## src/rtl/sms_pkg.sv

```systemverilog
package sms_pkg;
  typedef enum logic {
    SMS_OP_PARTIAL = 1'b0,
    SMS_OP_FINISH  = 1'b1
  } sms_op_e;

  localparam int SMS_S0_ROT_A = 1;
  localparam int SMS_S0_ROT_B = 8;
  localparam int SMS_S0_SHR   = 7;
  localparam int SMS_S1_ROT_A = 19;
  localparam int SMS_S1_ROT_B = 61;
  localparam int SMS_S1_SHR   = 6;
  localparam int SMS_CHAIN    = 2;
endpackage

```

## src/rtl/sms_sigma.sv

```systemverilog
module sms_sigma #(
  parameter int WORD_W = 64,
  parameter int ROT_A  = 1,
  parameter int ROT_B  = 8,
  parameter int SHR    = 7
) (
  input  logic [WORD_W-1:0] x,
  output logic [WORD_W-1:0] y
);
  logic [WORD_W-1:0] rot_a, rot_b, shr;

  always_comb begin
    rot_a = (x >> ROT_A) | (x << (WORD_W - ROT_A));
    rot_b = (x >> ROT_B) | (x << (WORD_W - ROT_B));
    shr   = x >> SHR;
    y     = rot_a ^ rot_b ^ shr;
  end
endmodule

```

## src/rtl/sms_partial.sv

```systemverilog
module sms_partial
  import sms_pkg::*;
#(
  parameter int WORD_W = 64,
  parameter int LANES  = 4
) (
  input  logic [WORD_W*LANES-1:0] words,
  input  logic [WORD_W-1:0]       ahead,
  output logic [WORD_W*LANES-1:0] sums
);
  for (genvar i = 0; i < LANES; i++) begin : g_lane
    logic [WORD_W-1:0] nbr, sg;
    if (i == LANES - 1) begin : g_top
      assign nbr = ahead;
    end else begin : g_mid
      assign nbr = words[(i+1)*WORD_W +: WORD_W];
    end
    sms_sigma #(
      .WORD_W(WORD_W), .ROT_A(SMS_S0_ROT_A), .ROT_B(SMS_S0_ROT_B), .SHR(SMS_S0_SHR)
    ) u_sig (
      .x(nbr), .y(sg)
    );
    assign sums[i*WORD_W +: WORD_W] = words[i*WORD_W +: WORD_W] + sg;
  end
endmodule

```

## src/rtl/sms_finish.sv

```systemverilog
module sms_finish
  import sms_pkg::*;
#(
  parameter int WORD_W = 64,
  parameter int LANES  = 4
) (
  input  logic [WORD_W*LANES-1:0] part,
  input  logic [WORD_W*LANES-1:0] recent,
  output logic [WORD_W*LANES-1:0] words
);
  localparam int DIST = SMS_CHAIN;

  logic [WORD_W-1:0] lane_q [LANES];

  for (genvar i = 0; i < LANES; i++) begin : g_lane
    logic [WORD_W-1:0] src, sg;
    if (i < DIST) begin : g_ext
      assign src = recent[(LANES-DIST+i)*WORD_W +: WORD_W];
    end else begin : g_chain
      assign src = lane_q[i-DIST];
    end
    sms_sigma #(
      .WORD_W(WORD_W), .ROT_A(SMS_S1_ROT_A), .ROT_B(SMS_S1_ROT_B), .SHR(SMS_S1_SHR)
    ) u_sig (
      .x(src), .y(sg)
    );
    assign lane_q[i] = part[i*WORD_W +: WORD_W] + sg;
    assign words[i*WORD_W +: WORD_W] = lane_q[i];
  end
endmodule

```

## src/rtl/sms_outreg.sv

```systemverilog
module sms_outreg #(
  parameter int DATA_W = 256
) (
  input  logic              clk,
  input  logic              rst,
  input  logic              in_valid,
  output logic              in_ready,
  input  logic [DATA_W-1:0] d,
  output logic              out_valid,
  input  logic              out_ready,
  output logic [DATA_W-1:0] out_data
);
  logic take;

  assign in_ready = !out_valid || out_ready;
  assign take     = in_valid && in_ready;

  always_ff @(posedge clk) begin
    if (rst) begin
      out_valid <= 1'b0;
    end else if (take) begin
      out_valid <= 1'b1;
    end else if (out_ready) begin
      out_valid <= 1'b0;
    end
  end

  always_ff @(posedge clk) begin
    if (take) begin
      out_data <= d;
    end
  end
endmodule

```

## src/rtl/sha512_sched_unit.sv

```systemverilog
module sha512_sched_unit
  import sms_pkg::*;
#(
  parameter int WORD_W = 64,
  parameter int LANES  = 4
) (
  input  logic                    clk,
  input  logic                    rst,
  input  logic                    in_valid,
  output logic                    in_ready,
  input  logic                    in_op,
  input  logic [WORD_W*LANES-1:0] in_a,
  input  logic [WORD_W*LANES-1:0] in_b,
  output logic                    out_valid,
  input  logic                    out_ready,
  output logic [WORD_W*LANES-1:0] out_data
);
  localparam int DATA_W = WORD_W * LANES;

  logic [DATA_W-1:0] part_res, fin_res, next_res;

  sms_partial #(.WORD_W(WORD_W), .LANES(LANES)) u_part (
    .words(in_a), .ahead(in_b[WORD_W-1:0]), .sums(part_res)
  );

  sms_finish #(.WORD_W(WORD_W), .LANES(LANES)) u_fin (
    .part(in_a), .recent(in_b), .words(fin_res)
  );

  always_comb begin
    next_res = (sms_op_e'(in_op) == SMS_OP_FINISH) ? fin_res : part_res;
  end

  sms_outreg #(.DATA_W(DATA_W)) u_out (
    .clk(clk), .rst(rst), .in_valid(in_valid), .in_ready(in_ready),
    .d(next_res), .out_valid(out_valid), .out_ready(out_ready),
    .out_data(out_data)
  );
endmodule

```

## config.mk

```make
export PLATFORM = sky130hd
export DESIGN_NAME = sha512_sched_unit
export DESIGN_NICKNAME = d
export VERILOG_FILES = /design/src/rtl/sms_pkg.sv /design/src/rtl/sms_sigma.sv /design/src/rtl/sms_partial.sv /design/src/rtl/sms_finish.sv /design/src/rtl/sms_outreg.sv /design/src/rtl/sha512_sched_unit.sv
export SDC_FILE = /design/constraint.sdc
export NUM_CORES = 2
export LEC_CHECK = 0
export ABC_AREA = 1
export BUFFER_PORTS_ARGS = -buffer_cell sky130_fd_sc_hd__buf_2
export CELL_PAD_IN_SITES_DETAIL_PLACEMENT = 1
export CELL_PAD_IN_SITES_GLOBAL_PLACEMENT = 1
export CORE_MARGIN = 2
export CORE_UTILIZATION = 44
export DETAILED_ROUTE_END_ITERATION = 8
export PLACE_DENSITY = 0.95
export SYNTH_ARGS = -nofsm -noshare
export SYNTH_HDL_FRONTEND = slang
export SYNTH_SLANG_ARGS = --single-unit
```

## constraint.sdc

```tcl
create_clock -name clk -period 25.2 [get_ports clk]
set_input_delay 5.04 -clock clk [delete_from_list [all_inputs] [get_ports clk]]
set_output_delay 5.04 -clock clk [all_outputs]
set_load 0.01 [all_outputs]
```

* After elaboration in Yosys (flattened, before gate mapping)
Index checks and enable logic that the tools add are counted.
** Storage, ports and cells
- Bits in registers :: 257
- Bits of input ports :: 517
- Output and inout bits :: 258
- Word-level logic and storage cells :: 49
** Cells by class
- Add/subtract/negate cells :: 8
- Multiplexer cells :: 3
- Bitwise logic cells :: 32
- Reductions and logical operators :: 4
** Operators with widths (number)
- 64-bit adder :: 8
- 64-bit bitwise XOR :: 8
- 256-bit 2-to-1 mux :: 1
- 3-bit by 64-bit OR with 64-bit output :: 4
- 45-bit by 64-bit OR with 64-bit output :: 4
- 56-bit by 64-bit OR with 64-bit output :: 4
- 63-bit by 64-bit OR with 64-bit output :: 4
- 64-bit by 57-bit bitwise XOR with 64-bit output :: 4
- 64-bit by 58-bit bitwise XOR with 64-bit output :: 4
- 1-bit 2-to-1 mux :: 2
- 2-bit nonzero test :: 1
- 1-bit logical AND :: 1
- 1-bit logical NOT :: 1
- 1-bit logical OR :: 1

* Depth between registers and ports, before layout
- Depth in word-level cells :: 9
- Gate-level depth with buffers :: 38
- Depth with buffers taken out :: 38

* Modules after synthesis
From an unflattened synthesis, not the netlist that was laid out.
** Second synthesis, totals
- Cells, all modules :: 14688
- Area, all modules :: 71633.7 um^2
** Modules (own cells, without submodules)
- sms_partial :: instances 1, cells each 5138, area each 23940.5 um^2, sequential area each 0.0 um^2
- sms_finish :: instances 1, cells each 5138, area each 23334.9 um^2, sequential area each 0.0 um^2
- sms_outreg :: instances 1, cells each 262, area each 7734.9 um^2, sequential area each 7707.4 um^2
- sms_sigma (u_fin.g_lane[0].u_sig ...) :: instances 4, cells each 418, area each 1671.6 um^2, sequential area each 0.0 um^2
- sms_sigma (u_part.g_lane[0].u_sig ...) :: instances 4, cells each 413, area each 1656.6 um^2, sequential area each 0.0 um^2
- sha512_sched_unit :: instances 1, cells each 826, area each 3310.7 um^2, sequential area each 0.0 um^2

* Least setup slack after synthesis
No wires, ideal clock.
- Path type :: input to register
- From :: in in_valid
- To :: reg u_out.out_data[0], enable pin
- Library setup time :: 958 ps
- Data arrival time :: 17358 ps
- Required time :: 24242 ps
- Slack :: 6885 ps
- Stages on the path :: 2
- Buffers on the path :: 0
- Path through :: inv_1 a21oi_1
** On the way
- Longest elaborated chain between the ends :: 1
** Ends and longest elaborated chain
- start: declaration :: RTL line sha512_sched_unit.sv:9 : input logic in_valid,
- 1-bit logical AND :: RTL line sms_outreg.sv:16 : assign take = in_valid && in_ready;
- net u_out.take :: RTL line sms_outreg.sv:13 : logic take;
- end signal: assignment :: RTL line sms_outreg.sv:30 : out_data <= d;
- end: declaration :: RTL line sms_outreg.sv:11 : output logic [DATA_W-1:0] out_data
The timed path passes the listed nets, and every way through them passes these cells.
A chain may end at the register's enable or synchronous reset.

* Worst setup path in the final report
- From :: in in_b[216]
- To :: reg u_out.out_data[247], data pin
** On the way
- Longest elaborated chain between the ends :: 9
- Elaborated cells on any way between the ends :: 11
- Those cells by class :: add/sub (2); mux (1); bitwise (8)
** Ends and longest elaborated chain
- start: declaration :: RTL line sha512_sched_unit.sv:13 : input logic [WORD_W*LANES-1:0] in_b,
- 45-bit by 64-bit OR with 64-bit output / 3-bit by 64-bit OR with 64-bit output (equally long branches) :: RTL line sms_sigma.sv:13, sms_sigma.sv:14
- 64-bit bitwise XOR :: RTL line sms_sigma.sv:16 : y = rot_a ^ rot_b ^ shr;
- 64-bit by 58-bit bitwise XOR with 64-bit output * :: RTL line sms_sigma.sv:16
- 64-bit adder * :: RTL line sms_finish.sv:27 : assign lane_q[i] = part[i*WORD_W +: WORD_W] + sg;
- 45-bit by 64-bit OR with 64-bit output / 3-bit by 64-bit OR with 64-bit output (equally long branches) :: RTL line sms_sigma.sv:13, sms_sigma.sv:14
- 64-bit bitwise XOR :: RTL line sms_sigma.sv:16
- 64-bit by 58-bit bitwise XOR with 64-bit output * :: RTL line sms_sigma.sv:16
- 64-bit adder * :: RTL line sms_finish.sv:27
- 256-bit 2-to-1 mux * :: RTL line sha512_sched_unit.sv:31 : next_res = (sms_op_e'(in_op) == SMS_OP_FINISH) ? fin_res : part_res;
- net next_res[247] :: RTL line sha512_sched_unit.sv:20 : logic [DATA_W-1:0] part_res, fin_res, next_res;
The timed path passes the listed nets; every way through them passes the cells marked *.

==> results by group <==
Outcome
  • Status: completed

Final layout
  • Layout cells sized above 1: 10.1%
  • Commonest non-fill, non-tap cell in the layout: nand2_1
  • Nets@finish: 9,505
  • Post-Layout Cell Count: between 10,000 and 15,000
  • Most frequent cells in the layout: nand2_1 (2,012), inv_1 (1,221), nor2_1 (866)
  • Multi-input gate area in the final layout: between 30,000 and 40,000 um^2
  • Layout area overhead: 13.3%
  • Register Area: 7710 um^2
  • Fillers: 15,500

GRT
  • Initial antenna violation count: 44
  • First-pass GRT wire length: 427,000 um
  • Largest net degree at the start of global routing: 92
  • Vias in the first global route: 61,900
  • Tot GR Track Use: ~53%
  • GRT overflow: 0

Clock network
  • Post-CTS setup buffer count: 0
  • Number of clock sinks: roughly 260
  • CTS tree: yes
  • Deepest clock path buffer count: 3
  • Hold Buf Count CTS: 0
  • H-tree level count: 1
  • Clock-pin slew on the worst setup and hold paths: approximately 0.070 ns
  • CTS buffer count: 30
  • Root buffer cell: clkbuf_16
  • CTS resizes: 0
  • Clk Latency, worst-skew pair: 0.71 ns

Die
  • # IOs: 775
  • Cell Rows: 121
  • Core box area: 109,000 um^2
  • Die Ht: 335 um
  • Die width: 335 um
  • Initial core utilization: 44.3%
  • Full die area: between 100,000 and 150,000 um^2

Yosys
  • Yosys warning count: 0
  • Post-synthesis sequential area ratio: 16.0%
  • Number of synthesized register bits: 257
  • Avg Cell Area, Syn: around 6.1 um^2
  • Synthesized area: between 40,000 and 50,000 um^2
  • Syn nets: 8,803
  • Synth cell types: 54
  • Number of flops mapped to enable cells by yosys: 256
  • Async set or reset register ratio after synthesis: 0%
  • Post-synthesis cell count: around 8,000
  • Ys flop type: edfxtp_1

Critical path
  • Critical Path Max Stage Delay: 0.75 ns
  • Top delay family on crit path: compound AO/OA/AOI/OAI gates
  • CP arrival: between 10 and 15 ns
  • CP Buf/Inv Count: 6
  • WS Path Type: input port to register
  • CP startpoint kind: input port
  • CP Capture Type: register
  • Maximum fanout along the worst path: 6
  • Crit-path most repeated cell: nand2_1
  • Worst Path Required: 25.65 ns
  • Critical path's slowest cell: xor2_1

Placed design
  • Post-DP HPWL: 265,000 um
  • Placed insts: 9,970
  • Port bufs: 710
  • GP Congestion: 1.21

STA
  • Fin Clk Skew: approximately 0.026 ns
  • Final period utilization: 47.8%
  • Slew @ Worst Pin: 1.35 ns
  • Final-report hold violation count: 0
  • Worst rel slew slack: 9.97%
  • Min Clock Period, post-route: between 10 and 15 ns
  • Pins Over Slew Limit: 0
  • Final setup fails: 0
  • Peak Freq: 0.0830 GHz
  • Sum of negative setup slack: 0 ns
  • RSZ-0062 raised after global routing: false

Detailed routing
  • DRT met1 WL: 106,000 um
  • Drt drc: 0
  • Routed wl met3: 35,700 um
  • WL per Instance: 30.7 um
  • Initial DRC count: 7,495
  • Vias/cell: approximately 6.2
  • Met2 WL: approximately 130,000 um
  • Initial DRT Pass Iterations: 8
  • Total Wirelength: 308,000 um
  • Vias: about 62,000
  • Antenna Nets Post-Route: 0
  • Top sig layer: met5

Power and ir drop
  • Reg power frac: 14.8%
  • Switching share of power: between 60% and 70%
  • Clk network pwr share: 9.7%
  • VDD IR-drop max: 0.0693 mV
  • Combinational Power Share: 75.5%
  • Pint: 2030 uW
  • Psw: 3070 uW
  • Leakage power: 0.0273 uW
  • Power per Cell Area: 93.4 nW/um^2

Job
  • MaxCap Viol Count: 0

Worst hold path
  • HP Class: register to register
## registers in the layout, indices dropped and copies added (netlist names)
signal           cells
u_out.out_data     256
u_out.out_valid      1
## final timing paths
| path | startpoint | cells past startpoint | end | slack [ns] |
|---|---|---|---|---|
| hold / removal | u_out.out_valid | 2 | u_out.out_valid | 0.57 |
| setup / recovery | in_b[216] | 29 | u_out.out_data[247] | 13.15 |
| hold reg to reg | u_out.out_valid | 2 | u_out.out_valid | 0.57 |
| setup reg to reg | u_out.out_valid | 3 | u_out.out_data[44] | 22.68 |
## area by class of cell
cell class	instances	share of cell area (%)
inverter	1222	8.41
sequential	257	14.1
multi-input combinational	6346	65.4
clock buffer	35	1.41
tap	1414	3.24
antenna	31	0.142
clock inverter	21	0.511
timing repair buffer	731	6.80
## worst register-to-register path: cells and delay by family, from the launching register on
family                 cells  cell delay, ns
AO/OA/AOI/OAI              1            0.14
buffers and inverters      2            1.55
flip-flops                 1            0.35
## metal layers
metal	vias up	track usage [%]
met5	-	0.0868
met4	22	54.3
met3	1525	15.4
met2	4089	79.8
met1	29400	58.2
li1	27000	-
## cell usage after synthesis (24+ instances only)
cell type	instances	area, um^2
xor2_1	525	4600
o21ai_0	502	2510
edfxtp_1	256	7690
a21oi_1	607	3040
nand2_1	2012	7550
nor4_1	24	150
clkbuf_1	38	143
o21bai_1	81	608
ha_1	394	4930
nand4_1	47	294
xnor2_1	400	3500
nor2_1	866	3250
nand3b_1	33	248
inv_1	1222	4590
a21o_1	40	300
nor3_1	66	330
nand3_1	475	2380
a31oi_1	75	469
or2_2	51	319
## power groups by stage
stage | combinational, uW | sequential (uW) | clock (uW)
6_report | 3850 | 753 | 495
3_3_place_gp | 3490 | 748 | 0
5_1_grt | 3990 | 761 | 505
3_5_place_dp | 3590 | 759 | 0
4_1_cts | 3610 | 751 | 491
2_1_floorplan | 2000 | 835 | 0
## stage by stage
stage / area [um^2] / hold slack [ns] / util [%] / worst slack, ns / power (uW)
after floorplan: 48200 / 0.577 / - / 6.88 / 2840
after global placement: 53500 / 0.508 / 49.2 / 13.21 / 4240
after detailed placement: 53500 / 0.567 / 49.2 / 13.11 / 4350
after CTS: 54600 / 0.578 / 50.1 / 13.83 / 4860
after global routing: 54600 / 0.607 / 50.2 / 13.43 / 5250
final: 54600 / 0.574 / 50.2 / 13.15 / 5100
## cell families after synthesis
logic type | Yosys count | share of synthesized area [%]
AO/OA/AOI/OAI | 1400 | 15.8
XOR/XNOR | 932 | 17.0
adder cells (fa/ha/maj) | 400 | 10.5
buffers and inverters | 1283 | 10.0
flip-flops | 257 | 16.0
multiplexers | 1 | 0.0208
AND/OR/NAND/NOR | 3613 | 30.7
No activity file was read; power rests on OpenSTA's default activity.
